$ cat config.mk
export PLATFORM = sky130hd
export DESIGN_NAME = dr_mag_compare
export DESIGN_NICKNAME = d
export VERILOG_FILES = /design/src/rtl/dr_mag_compare.sv
export SDC_FILE = /design/constraint.sdc
export NUM_CORES = 1
export LEC_CHECK = 0
export ABC_AREA = 1
export BUFFER_PORTS_ARGS = -buffer_cell sky130_fd_sc_hd__buf_2
export CELL_PAD_IN_SITES_DETAIL_PLACEMENT = 1
export CELL_PAD_IN_SITES_GLOBAL_PLACEMENT = 2
export CORE_ASPECT_RATIO = 0.75
export CORE_MARGIN = 8
export CORE_UTILIZATION = 21
export DETAILED_ROUTE_END_ITERATION = 8
export PLACE_DENSITY = 0.9
export SYNTH_ARGS = -nofsm -noshare
export SYNTH_HDL_FRONTEND = slang
export SYNTH_SLANG_ARGS = --single-unit
$ cat constraint.sdc
create_clock -name vclk -period 3
set_input_delay 0.15 -clock vclk [all_inputs]
set_output_delay 0.15 -clock vclk [all_outputs]
set_load 0.01 [all_outputs]
$ cat src/rtl/dr_mag_compare.sv
module dr_mag_compare #(
  parameter int N = 8
) (
  input  logic [N-1:0] a_t,
  input  logic [N-1:0] a_f,
  input  logic [N-1:0] b_t,
  input  logic [N-1:0] b_f,
  output logic         gt,
  output logic         eq,
  output logic         lt,
  output logic         done
);
  // one-hot token: bit0 pending, bit1 equal, bit2 greater, bit3 less
  localparam logic [3:0] S_PEND = 4'b0001;
  localparam logic [3:0] S_EQ   = 4'b0010;
  localparam logic [3:0] S_GT   = 4'b0100;
  localparam logic [3:0] S_LT   = 4'b1000;

  logic [N-1:0] ok;
  assign ok = (a_t ^ a_f) & (b_t ^ b_f);

  for (genvar i = N - 1; i >= 0; i--) begin : g_cell
    logic [3:0] prev;
    logic [3:0] st;

    if (i == N - 1) begin : g_head
      assign prev = S_EQ;
    end else begin : g_link
      assign prev = g_cell[i+1].st;
    end

    always_comb begin
      if (!ok[i] || prev[0])        st = S_PEND;
      else if (prev[2])             st = S_GT;
      else if (prev[3])             st = S_LT;
      else if (a_t[i] && b_f[i])    st = S_GT;
      else if (a_f[i] && b_t[i])    st = S_LT;
      else                          st = S_EQ;
    end

    always_comb begin
      assert_link_onehot_R8: assert ($onehot(st));
    end
  end

  logic [3:0] fin;
  assign fin  = g_cell[0].st;
  assign gt   = fin[2];
  assign eq   = fin[1];
  assign lt   = fin[3];
  assign done = ~fin[0] & (&ok);

  always_comb begin
    if (done) begin
      assert_single_result_R8: assert ($onehot({gt, eq, lt}));
      assert_gt_value_R5: assert (gt == (a_t > b_t));
      assert_lt_value_R6: assert (lt == (a_t < b_t));
      assert_eq_value_R7: assert (eq == (a_t == b_t));
    end else begin
      assert_quiet_until_done_R2: assert ({gt, eq, lt} == 3'b000);
    end
    if (ok != '1) begin
      assert_no_early_done_R4: assert (!done);
    end
  end
endmodule

* After elaboration in Yosys (flattened, before gate mapping)
Index checks and enable logic that the tools add are counted.
** Word-level totals
- Bits in registers :: 0
- Output and inout bits :: 4
- Logic and storage cells :: 74
- Bits of input ports :: 32
** Operators by class
- Reductions and logical operators :: 31
- Bitwise gates (word level) :: 5
- Multiplexer cells :: 38
** Operators with widths (number)
- 4-bit two-way mux :: 38
- 1-bit logical AND :: 16
- 8-bit XOR :: 2
- 8-bit bitwise AND :: 1
- 8-bit AND reduction :: 1
- 1-bit zero test :: 7
- 1-bit logical OR :: 7
- 1-bit bitwise AND :: 1
- 1-bit inverter :: 1

* Longest topological paths before layout
- Depth after elaboration :: 27
- Depth in mapped cells :: 19

* Least setup slack after synthesis
No wires, ideal clock.
- Path type :: input port to output port
- Start :: in b_t[7]
- End :: out eq
- Stages :: 15
- Arrival time :: 1478 ps
- Setup slack :: 1372 ps
- Cell sequence :: inv_1 nand2_2 nand2_2 nand2_2 inv_1 nand3_2 inv_2 nand3_1 inv_1 nand3_2 nor3_2 inv_1 nor2_1 nand2_1 nor2_1
** Between the ends
- Longest elaborated chain between the ends :: 25
- Elaborated cells on any way between the ends :: 34
- Classes of those cells :: mux (24); bitwise (2); reduce/logical (8)
** Ends and longest elaborated chain
- start: declaration :: RTL line 6 : input logic [N-1:0] b_t,
- 1-bit logical AND :: RTL line 37 : else if (a_f[i] && b_t[i]) st = S_LT;
- 4-bit two-way mux :: RTL line 37
- 4-bit two-way mux :: RTL line 36 : else if (a_t[i] && b_f[i]) st = S_GT;
- 4-bit two-way mux * :: RTL line 33 : if (!ok[i] || prev[0]) st = S_PEND;
- 4-bit two-way mux :: RTL line 35 : else if (prev[3]) st = S_LT;
- 4-bit two-way mux :: RTL line 34 : else if (prev[2]) st = S_GT;
- 4-bit two-way mux * :: RTL line 33
- 4-bit two-way mux :: RTL line 35
- (+9 left out)
- 4-bit two-way mux :: RTL line 34
- 4-bit two-way mux * :: RTL line 33
- 4-bit two-way mux :: RTL line 35
- 4-bit two-way mux :: RTL line 34
- 4-bit two-way mux * :: RTL line 33
- 4-bit two-way mux :: RTL line 35
- 4-bit two-way mux :: RTL line 34
- 4-bit two-way mux * :: RTL line 33
- end: declaration :: RTL line 9 : output logic eq,
Every way passes the cells marked *; elsewhere a longest branch is shown, timed or not.

* Worst setup path after layout
- Start :: in a_t[6]
- End :: out lt
** Between the ends
- Longest elaborated chain between the ends :: 23
- Elaborated cells on any way between the ends :: 33
- Classes of those cells :: mux (22); bitwise (2); reduce/logical (9)
** Ends and longest elaborated chain
- start: declaration :: RTL line 4 : input logic [N-1:0] a_t,
- 1-bit logical AND or 8-bit XOR (tied branches) :: RTL line 36, 20
- 4-bit two-way mux or 8-bit bitwise AND (tied branches) :: RTL line 36, 20
- 4-bit two-way mux or 1-bit zero test (tied branches) :: RTL line 35, 33
- 4-bit two-way mux or 1-bit logical OR (tied branches) :: RTL line 34, 33
- 4-bit two-way mux * :: RTL line 33
- 4-bit two-way mux :: RTL line 35
- 4-bit two-way mux :: RTL line 34
- 4-bit two-way mux * :: RTL line 33
- (+7 left out)
- 4-bit two-way mux :: RTL line 34
- 4-bit two-way mux * :: RTL line 33
- 4-bit two-way mux :: RTL line 35
- 4-bit two-way mux :: RTL line 34
- 4-bit two-way mux * :: RTL line 33
- 4-bit two-way mux :: RTL line 35
- 4-bit two-way mux :: RTL line 34
- 4-bit two-way mux * :: RTL line 33
- end: declaration :: RTL line 10 : output logic lt,
Marked as above.

==> results.tsv <==
stage	metric	value	unit
worst_setup_path	cp-start-kind	input port	
timing	hold_viol	0	
global_routing	grt_max_degree	5	
clock_network	cts.repair.resized	0	
placed_design	place_ws	1.01	ns
detailed_routing	drt_wl_total	2.08	mm
global_routing	antenna_found_initial	0	
clock_network	post-cts-setup-buffer-count	0	
placed_design	placed_area	860	um2
placed_design	numPortBuffers	36	
logic_synthesis	yosysMostFrequentCell	nand2_1	
logic_synthesis	yosys.area.top_type	nand2_1	
logic_synthesis	ys_types	15	
hold_path	min_from	a_f[0]	
detailed_routing	wl_per_cell	9.71	um
finish	fin_area	860	um2
logic_synthesis	synthCells	140	
worst_setup_path	path_class	in -> out	
finish	clock_buffers	0	
power_and_ir_drop	powerDensity	106	nW/um2
detailed_routing	vias	880	
placed_design	place_congestion	0.793	
floorplanning	row_count	17	
logic_synthesis	synth_area	632	um2
floorplanning	ios	36	
global_routing	gr-total-overflow	0	
timing	min_period_over_period	65.9	%
logic_synthesis	yosys-top-cells-area	nand2_1 (37%), inv_1 (14%), nor2_1 (10%)	
power_and_ir_drop	ir_worst_vdd	0.0333	mV
detailed_routing	drt_iter0_markers	6	
timing	rsz0062_at_grt	false	
floorplanning	die_h	63.5	um
floorplanning	die-area	5040	um2
global_routing	grt_first_pass_wirelength	3.87	mm
finish	design.seq.count	0	
logic_synthesis	synth_top_cell_area_share	37.4	%
power_and_ir_drop	p_total	0.0912	mW
timing	setup_slack	1.02	ns
timing	relSlewSlack	76.4	%
finish	drive_gt1_share	30.1	%
detailed_routing	ant_nets	0	
hold_path	hold_end	eq	
hold_path	min_path_type	in -> out	
worst_setup_path	crit_fanout	4	
logic_synthesis	seq_area_frac_synth	0	%
detailed_routing	drt-pass1-iter-count	2	
worst_setup_path	cp.arrival	1.83	ns
logic_synthesis	synth_common_cells	nand2_1 (63), inv_1 (24), nor2_1 (17), xnor2_1 (7)	
detailed_routing	vias_per_cell	4.11	
outcome	status	finished clean	
global_routing	track_usage	8.58	%
logic_synthesis	syn-num-nets	172	
floorplanning	die_w	79.3	um
floorplanning	start_util	21.7	%
power_and_ir_drop	leakagePower	0.571	nW
logic_synthesis	yosys_warnings	0	
timing	setup_violations	0	
finish	n_fill_cell	437	
timing	tightest_slew	0.353	ns
logic_synthesis	postSynthAreaPerCell	4.51	um2
finish	area_growth_syn_to_layout	36.0	%
timing	min_period	1.98	ns
finish	antenna_cells	0	
global_routing	grt_pass1_vias	939	
floorplanning	core_area	2910	um2
detailed_routing	drc	0	
timing	max_freq	506	MHz
timing	final.setup.tns	0	ns
flow_run	cap_violations	0	
worst_setup_path	crit_required	2.85	ns
placed_design	dp_hpwl	2.02	mm
finish	regArea	0	um2
clock_network	ctsHoldBuffers	0	
finish	fin_nets	210	
worst_setup_path	crit_path_end_kind	output port	
timing	slew_viol_final	0	
hold_path	whs_path_depth	5	
## how the worst max path moves through the flow
stage,startpoint,end,slack [ns],cells after the start
2_1_floorplan,b_t[7],eq,1.37,15
3_3_place_gp,a_f[7],lt,1.13,21
3_5_place_dp,a_t[6],lt,1.01,21
4_1_cts,a_t[6],lt,1.00,21
5_1_grt,a_t[6],lt,0.76,21
6_report,a_t[6],lt,1.02,21
## cell families after synthesis
| group | after synthesis | share of synthesized area (%) |
|---|---|---|
| and+or+nand+nor | 102 | 70.5 |
| buffers and inverters | 28 | 16.6 |
| xor gates and xnor gates | 7 | 9.70 |
| AOI/OAI and AO/OA | 3 | 3.17 |
## metal layers
metal	vias to the layer above	global-route usage [%]	share of wire, %
met1	384	9.96	46
met2	13	17.2	51
li1	483	-	-
met4	0	0	0
met3	0	0.567	2.6
met5	-	0	0
## critical path, cell delays in order
cell and delay (ns):
buf_2 0.12, nand2_1 0.09, inv_1 0.04, nor2_1 0.09
nand2_1 0.08, nor2_2 0.12, nand2_2 0.07, nand2_1 0.06
nand2_1 0.06, nor2_1 0.09, nand2_1 0.07, nand2_1 0.06
nand2_1 0.07, nor2_1 0.09, nand2_1 0.08, nand2_1 0.07
nand2_1 0.07, nand2_1 0.09, nand2_1 0.06, nor2_1 0.08
buf_2 0.13
## area by class of cell
| class | instances | area [um2] | area share (%) |
|---|---|---|---|
| Inverter | 28 | 105 | 12.2 |
| Tap cell | 38 | 47.5 | 5.53 |
| Timing Repair Buffer | 36 | 180 | 21.0 |
| Multi-Input combinational cell | 112 | 527 | 61.3 |
## report_power, final
part | internal [mW] | switching (mW) | total (mW)
clock | 0 | 0 | 0
sequential | 0 | 0 | 0
combinational | 0.0401 | 0.0511 | 0.0912
total | 0.0401 | 0.0511 | 0.0912
## through the flow
step | hold slack (ns) | utilization, % | cells
after CTS | 0.713 | 29.5 | 214
after global placement | 0.694 | 29.5 | 214
after detailed placement | 0.712 | 29.5 | 214
after global routing | 0.744 | 29.5 | 214
after floorplan | 0.460 | - | 140
final | 0.709 | 29.5 | 214
## cells in the final DEF, fill, tap and decap left out
cell type  instances
a21oi_1            1
a21oi_2            1
buf_2             36
clkinv_1           1
inv_1             24
inv_2              3
nand2_1           63
nand2_2            6
nand3_1            6
nand3_2            2
nor2_1            17
nor2_2             4
nor3_2             1
nor3b_1            3
o22ai_1            1
xnor2_1            7
No activity file was read; power rests on OpenSTA's default activity.
